<file path="src/rtl/gpio_ovr_pkg.sv">
package gpio_ovr_pkg;
  localparam int ADDR_W = 2;
  localparam logic [ADDR_W-1:0] ADDR_DATA = 2'd0;
  localparam logic [ADDR_W-1:0] ADDR_DIR  = 2'd1;
  localparam logic [ADDR_W-1:0] ADDR_IN   = 2'd2;
endpackage

</file>
<file path="src/rtl/gpio_ovr_sync.sv">
module gpio_ovr_sync #(
  parameter int W      = 8,
  parameter int STAGES = 2
) (
  input  logic         clk_i,
  input  logic         rst_ni,
  input  logic [W-1:0] d_i,
  output logic [W-1:0] q_o
);
  logic [STAGES-1:0][W-1:0] stg_q;

  always_ff @(posedge clk_i or negedge rst_ni) begin
    if (!rst_ni) stg_q <= '0;
    else begin
      stg_q[0] <= d_i;
      for (int s = 1; s < STAGES; s++) stg_q[s] <= stg_q[s-1];
    end
  end

  assign q_o = stg_q[STAGES-1];
endmodule

</file>
<file path="src/rtl/gpio_ovr_regs.sv">
module gpio_ovr_regs
  import gpio_ovr_pkg::*;
#(
  parameter int           W         = 8,
  parameter logic [W-1:0] IMPL_MASK = 8'hF7
) (
  input  logic              clk_i,
  input  logic              rst_ni,
  input  logic              sel_i,
  input  logic              wr_i,
  input  logic [ADDR_W-1:0] addr_i,
  input  logic [W-1:0]      wdata_i,
  input  logic [W-1:0]      dir_eff_i,
  input  logic [W-1:0]      in_sync_i,
  output logic [W-1:0]      data_q_o,
  output logic [W-1:0]      dir_q_o,
  output logic [W-1:0]      rdata_o
);
  logic [W-1:0] data_q, dir_q;
  logic         wr_en;

  assign wr_en = sel_i & wr_i;

  always_ff @(posedge clk_i or negedge rst_ni) begin
    if (!rst_ni) begin
      data_q <= '0;
      dir_q  <= '0;
    end else if (wr_en) begin
      if (addr_i == ADDR_DATA) data_q <= wdata_i;
      if (addr_i == ADDR_DIR)  dir_q  <= wdata_i & IMPL_MASK;
    end
  end

  always_comb begin
    rdata_o = '0;
    if (sel_i && !wr_i) begin
      unique case (addr_i)
        ADDR_DATA: rdata_o = (data_q & dir_eff_i) | (in_sync_i & ~dir_eff_i);
        ADDR_DIR:  rdata_o = dir_q;
        ADDR_IN:   rdata_o = in_sync_i;
        default:   rdata_o = '0;
      endcase
    end
  end

  assign data_q_o = data_q;
  assign dir_q_o  = dir_q;
endmodule

</file>
<file path="src/rtl/gpio_ovr_resolve.sv">
module gpio_ovr_resolve #(
  parameter int W       = 8,
  parameter int SBC_TX  = 7,
  parameter int SBC_RX  = 6,
  parameter int TWI_A   = 7,
  parameter int TWI_B   = 6,
  parameter int UART_TX = 1,
  parameter int UART_RX = 0
) (
  input  logic [W-1:0] dir_q_i,
  input  logic [W-1:0] data_q_i,
  input  logic         sbc_en_i,
  input  logic         sbc_tx_i,
  input  logic         twi_en_i,
  input  logic [1:0]   twi_pull_i,
  input  logic         uart_tx_en_i,
  input  logic         uart_tx_i,
  input  logic         uart_rx_en_i,
  output logic [W-1:0] pad_o,
  output logic [W-1:0] pad_oe_o,
  output logic [W-1:0] dir_eff_o
);
  for (genvar i = 0; i < W; i++) begin : g_pin
    logic o_b, oe_b, dir_b;
    // later claims win: sbc > twi > uart > register
    always_comb begin
      o_b   = data_q_i[i];
      oe_b  = dir_q_i[i];
      dir_b = dir_q_i[i];
      if (i == UART_RX && uart_rx_en_i) begin
        oe_b = 1'b0; dir_b = 1'b0;
      end
      if (i == UART_TX && uart_tx_en_i) begin
        o_b = uart_tx_i; oe_b = 1'b1; dir_b = 1'b1;
      end
      if (i == TWI_B && twi_en_i) begin
        o_b = 1'b0; oe_b = twi_pull_i[0]; dir_b = 1'b0;
      end
      if (i == TWI_A && twi_en_i) begin
        o_b = 1'b0; oe_b = twi_pull_i[1]; dir_b = 1'b0;
      end
      if (i == SBC_RX && sbc_en_i) begin
        oe_b = 1'b0; dir_b = 1'b0;
      end
      if (i == SBC_TX && sbc_en_i) begin
        o_b = sbc_tx_i; oe_b = 1'b1; dir_b = 1'b1;
      end
    end
    assign pad_o[i]     = o_b;
    assign pad_oe_o[i]  = oe_b;
    assign dir_eff_o[i] = dir_b;
  end
endmodule

</file>
<file path="src/rtl/gpio_ovr_port.sv">
module gpio_ovr_port
  import gpio_ovr_pkg::*;
#(
  parameter int           W         = 8,
  parameter logic [W-1:0] IMPL_MASK = 8'hF7,
  parameter int           SYNC_STG  = 2,
  parameter int           SBC_TX    = 7,
  parameter int           SBC_RX    = 6,
  parameter int           TWI_A     = 7,
  parameter int           TWI_B     = 6,
  parameter int           UART_TX   = 1,
  parameter int           UART_RX   = 0
) (
  input  logic              clk_i,
  input  logic              rst_ni,
  input  logic              sel_i,
  input  logic              wr_i,
  input  logic [ADDR_W-1:0] addr_i,
  input  logic [W-1:0]      wdata_i,
  output logic [W-1:0]      rdata_o,
  input  logic              sbc_en_i,
  input  logic              sbc_tx_i,
  output logic              sbc_rx_o,
  input  logic              twi_en_i,
  input  logic [1:0]        twi_pull_i,
  output logic [1:0]        twi_sense_o,
  input  logic              uart_tx_en_i,
  input  logic              uart_tx_i,
  input  logic              uart_rx_en_i,
  output logic              uart_rx_o,
  input  logic [W-1:0]      pad_i,
  output logic [W-1:0]      pad_o,
  output logic [W-1:0]      pad_oe_o
);
  logic [W-1:0] in_sync, data_q, dir_q, dir_eff;

  gpio_ovr_sync #(.W(W), .STAGES(SYNC_STG)) u_sync (
    .clk_i, .rst_ni, .d_i(pad_i), .q_o(in_sync)
  );

  gpio_ovr_regs #(.W(W), .IMPL_MASK(IMPL_MASK)) u_regs (
    .clk_i, .rst_ni, .sel_i, .wr_i, .addr_i, .wdata_i,
    .dir_eff_i(dir_eff), .in_sync_i(in_sync),
    .data_q_o(data_q), .dir_q_o(dir_q), .rdata_o
  );

  gpio_ovr_resolve #(
    .W(W), .SBC_TX(SBC_TX), .SBC_RX(SBC_RX), .TWI_A(TWI_A), .TWI_B(TWI_B),
    .UART_TX(UART_TX), .UART_RX(UART_RX)
  ) u_res (
    .dir_q_i(dir_q), .data_q_i(data_q),
    .sbc_en_i, .sbc_tx_i, .twi_en_i, .twi_pull_i,
    .uart_tx_en_i, .uart_tx_i, .uart_rx_en_i,
    .pad_o, .pad_oe_o, .dir_eff_o(dir_eff)
  );

  assign sbc_rx_o    = in_sync[SBC_RX];
  assign uart_rx_o   = in_sync[UART_RX];
  assign twi_sense_o = {in_sync[TWI_A], in_sync[TWI_B]};
endmodule

</file>
<file path="config.mk">
export PLATFORM = sky130hd
export DESIGN_NAME = gpio_ovr_port
export DESIGN_NICKNAME = d
export VERILOG_FILES = /design/src/rtl/gpio_ovr_pkg.sv /design/src/rtl/gpio_ovr_sync.sv /design/src/rtl/gpio_ovr_regs.sv /design/src/rtl/gpio_ovr_resolve.sv /design/src/rtl/gpio_ovr_port.sv
export SDC_FILE = /design/constraint.sdc
export NUM_CORES = 1
export LEC_CHECK = 0
export ABC_AREA = 1
export BUFFER_PORTS_ARGS = -buffer_cell sky130_fd_sc_hd__buf_4
export CORE_MARGIN = 1
export CORE_UTILIZATION = 54
export CTS_BUF_LIST = sky130_fd_sc_hd__clkbuf_8
export CTS_CLUSTER_SIZE = 16
export DETAILED_ROUTE_END_ITERATION = 10
export GPL_TIMING_DRIVEN = 0
export PLACE_DENSITY = 0.88
export SLEW_MARGIN = 25
export SYNTH_ARGS = -nofsm -noshare
export SYNTH_HDL_FRONTEND = slang
export SYNTH_SLANG_ARGS = --single-unit
</file>
<file path="constraint.sdc">
create_clock -name clk_i -period 1.4 [get_ports clk_i]
set_input_delay 0.07 -clock clk_i [delete_from_list [all_inputs] [get_ports clk_i]]
set_output_delay 0.07 -clock clk_i [all_outputs]
set_load 0.1 [all_outputs]
</file>
==> impl_metrics.env <==
export IMPL_clockBufferDepth=2
export IMPL_die_h_um=54.8
export IMPL_slew_headroom_pct=54.8
export IMPL_cts_buffers=5
export IMPL_start_kind="flop"
export IMPL_syn_inst=171
export IMPL_powerDensity_nw_per_um2=1420
export IMPL_final_cells=277
export IMPL_maxCapViolCount=0
export IMPL_synth_area_um2=1500
export IMPL_num_fill_cells=94
export IMPL_rows=18
export IMPL_path_common_cell="nand2_2"
export IMPL_yosys_register_bits=31
export IMPL_yosysSeqAreaShare_pct=51.6
export IMPL_max_freq_mhz=625
export IMPL_fin_nets=276
export IMPL_max_stage_delay_ns=0.40
export IMPL_drtIter0Drc=29
export IMPL_hold_path_class="input port to flop"
export IMPL_swShare_pct=40.6
export IMPL_start_util_pct=59.1
export IMPL_p_clk_share_pct=27.2
export IMPL_crit_slowest_cell="dfrtp_1"
export IMPL_grt_max_degree=32
export IMPL_drive_above_1_share_pct=50.2
export IMPL_coreArea_um2=2540
export IMPL_cp_startpoint="u_regs.dir_q_o[0]"
export IMPL_seq_area_um2=782
export IMPL_syn_nets=201
export IMPL_drt_first_pass_iters=4
export IMPL_fin_crit_sh_pct=114
export IMPL_maxSlewViolCount=0
export IMPL_cts_htree_levels=2
export IMPL_critical_path_max_fanout=3
export IMPL_antenna_left=0
export IMPL_ys_warnings_count=0
export IMPL_crit_required_ns=1.33
export IMPL_worstHoldStart="wdata_i[3]"
export IMPL_worstSetupPathType="flop to output port"
export IMPL_pwr_share_comb_pct=39.9
export IMPL_violations="setup timing"
export IMPL_pin_count=58
export IMPL_grt_overflow_total=0
export IMPL_chipWidth_um=54.8
export IMPL_power_leakage_nw=1.21
export IMPL_path_clk_slew_ns=0.07
export IMPL_rsz0062_at_grt="yes"
export IMPL_place_area_um2=2030
export IMPL_period_needed_ns=1.60
export IMPL_numPortBuffers=56
export IMPL_root_buffer="clkbuf_8"
export IMPL_antenna_found_initial=0
export IMPL_r2r_start="u_regs.dir_q_o[1]"
export IMPL_ys_types=19
export IMPL_wl_per_cell_um=17.6
export IMPL_hold_viol=0
export IMPL_vias=1487
export IMPL_dp_hpwl_um=2600
export IMPL_ir_worst_vdd_v=0.00179
export IMPL_p_int_mw=1.97
export IMPL_place_inst=257
export IMPL_drt_total_wl_um=4870
export IMPL_seqPwrFrac_pct=32.9
export IMPL_worst_pin_slew_ns=0.676
export IMPL_finClkSkew_ns=0.00638
export IMPL_tritoncts="built"
export IMPL_drc_errors=0
export IMPL_setup_viol=3
export IMPL_place_congestion=0.747
export IMPL_grt_pass1_vias=1507
export IMPL_multi_input_area_um2=568
export IMPL_grt_pass1_wl_um=6780
export IMPL_setup_ws_ns=-0.200
export IMPL_status="finished with violations"
export IMPL_design_area_um2=2340
export IMPL_worstPathArrival_ns=1.53
export IMPL_antenna_cells=0
export IMPL_switchingPower_mw=1.35
export IMPL_dieArea_um2=3000
export IMPL_grt_use_total_pct=34.9
export IMPL_vias_per_cell=5.37
export IMPL_crit_path_cell_trace="inv_2 > nor2_4 > nand2_1 > nand2_2 > nand2_2 > a21oi_4 > buf_12"
export IMPL_fin_hold_ws_ns=0.0232
export IMPL_clock_sinks=31
export IMPL_setup_tns_ns=-0.401
export IMPL_critPathCaptureType="output port"
export IMPL_avgSynthCellArea_um2=8.79
export IMPL_area_delta_synth_final_pct=55.8
export IMPL_insertion_delay_ns=0.28
==> layout make-up <==
| class | count | area share [%] |
|---|---|---|
| buffer | 20 | 6.73 |
| clock buffer | 6 | 3.52 |
| clock inverter | 2 | 1.49 |
| inverter | 24 | 3.84 |
| multi-input combinational | 96 | 24.2 |
| sequential | 31 | 33.4 |
| tap | 30 | 1.60 |
| timing repair buffer | 68 | 25.2 |
==> state kept, by name (all words and copies together) (netlist names) <==
| name | cells |
|---|---|
| u_sync.q_o | 8 |
| u_regs.dir_q_o | 7 |
| u_regs.data_q_o | 8 |
| u_sync.stg_q | 8 |
==> through the flow <==
| stage | total power, mW | setup WS [ns] | utilization [%] |
|---|---|---|---|
| floorplan | 2.02 | -0.220 | - |
| global placement | 2.26 | 0.132 | 79.6 |
| detailed placement | 2.30 | 0.0934 | 79.6 |
| CTS | 3.24 | -0.0455 | 90.8 |
| global route | 3.42 | -0.254 | 92.1 |
| finish | 3.32 | -0.200 | 92.1 |
==> power by group through the flow <==
stage	logic [mW]	registers, mW	clock network, mW
6_report	1.33	1.09	0.903
5_1_grt	1.38	1.10	0.935
4_1_cts	1.27	1.08	0.893
3_5_place_dp	1.20	1.09	0
3_3_place_gp	1.18	1.09	0
2_1_floorplan	0.928	1.09	0
==> cell families (layout without fill, tap and decap cells) <==
group / count (synthesis) / count (layout) / synth area share (%)
other: 1 / 1 / 0.249
AOI/OAI and AO/OA: 25 / 25 / 11.1
buffers and inverters: 44 / 120 / 16.5
DFF: 31 / 31 / 51.6
and+or+nand+nor: 70 / 70 / 20.6
==> synthesized netlist by cell type <==
| cell type | number | area share [%] |
|---|---|---|
| o21ai_1 | 7 | 2.3 |
| nand2_1 | 47 | 12 |
| nand3b_1 | 3 | 1.5 |
| nor2_1 | 8 | 2.0 |
| nor2_4 | 2 | 1.5 |
| conb_1 | 1 | 0.25 |
| nand3_1 | 7 | 2.3 |
| nor2_2 | 1 | 0.42 |
| a22o_1 | 4 | 2.3 |
| buf_4 | 18 | 9.0 |
| nand2_2 | 1 | 0.42 |
| dfrtp_1 | 31 | 52 |
| inv_2 | 3 | 0.75 |
| o21ai_0 | 3 | 1.0 |
| o21ai_2 | 7 | 4.1 |
| buf_6 | 2 | 1.5 |
| a21oi_1 | 4 | 1.3 |
| inv_1 | 21 | 5.2 |
| nand2_4 | 1 | 0.75 |
==> critical path, delay by kind of cell, from the launching register on <==
kind / cells / cell delay (ns)
DFF: 1 / 0.40
AOI/OAI and AO/OA: 1 / 0.16
buffers and inverters: 2 / 0.27
and+or+nand+nor: 4 / 0.41
==> per-layer routing <==
metal | vias up | global-route usage, % | wire, um
li1 | 659 | - | -
met1 | 724 | 33.2 | 1670
met2 | 83 | 65.5 | 2660
met3 | 21 | 6.94 | 327
met4 | 0 | 23.9 | 226
met5 | - | 0 | 0
==> worst paths after layout <==
path / to / slack, ns / cells past startpoint
max: rdata_o[0] / -0.20 / 7
min reg2reg: u_sync.q_o[1] / 0.35 / 0
max reg2reg: u_regs.dir_q_o[1] / 0.62 / 3
max in group asynchronous: u_sync.q_o[6] / 0.83 / 2
min: u_regs.data_q_o[3] / 0.02 / 3
min in group asynchronous: u_regs.dir_q_o[4] / 0.25 / 2
==> what timing repair did <==
item,in CTS,in global routing
hold endpoints to repair,39,0
gates cloned,0,0
hold buffers,9,0
endpoints found under the setup margin,4,6
buffers inserted,2,1
resized for setup,17,10
pin swaps,4,2
==> cells in the final DEF (no fill, tap or decap) <==
| cell type | synthesis | final |
|---|---|---|
| a21oi_4 | 0 | 4 |
| a22o_1 | 4 | 4 |
| buf_12 | 0 | 4 |
| buf_4 | 18 | 71 |
| buf_6 | 2 | 4 |
| bufinv_16 | 0 | 1 |
| clkbuf_8 | 0 | 6 |
| clkinv_2 | 0 | 1 |
| conb_1 | 1 | 1 |
| dfrtp_1 | 31 | 28 |
| dfrtp_2 | 0 | 2 |
| dfrtp_4 | 0 | 1 |
| dlygate4sd3_1 | 0 | 9 |
| inv_1 | 21 | 19 |
| inv_2 | 3 | 5 |
| nand2_1 | 47 | 42 |
| nand2_2 | 1 | 6 |
| nand2_4 | 1 | 1 |
| nand3_1 | 7 | 5 |
| nand3_2 | 0 | 2 |
| nand3b_1 | 3 | 3 |
| nor2_1 | 8 | 2 |
| nor2_2 | 1 | 6 |
| nor2_4 | 2 | 3 |
| o21ai_0 | 3 | 1 |
| o21ai_1 | 7 | 9 |
| o21ai_2 | 7 | 7 |
(Power assumes the default switching activity.)
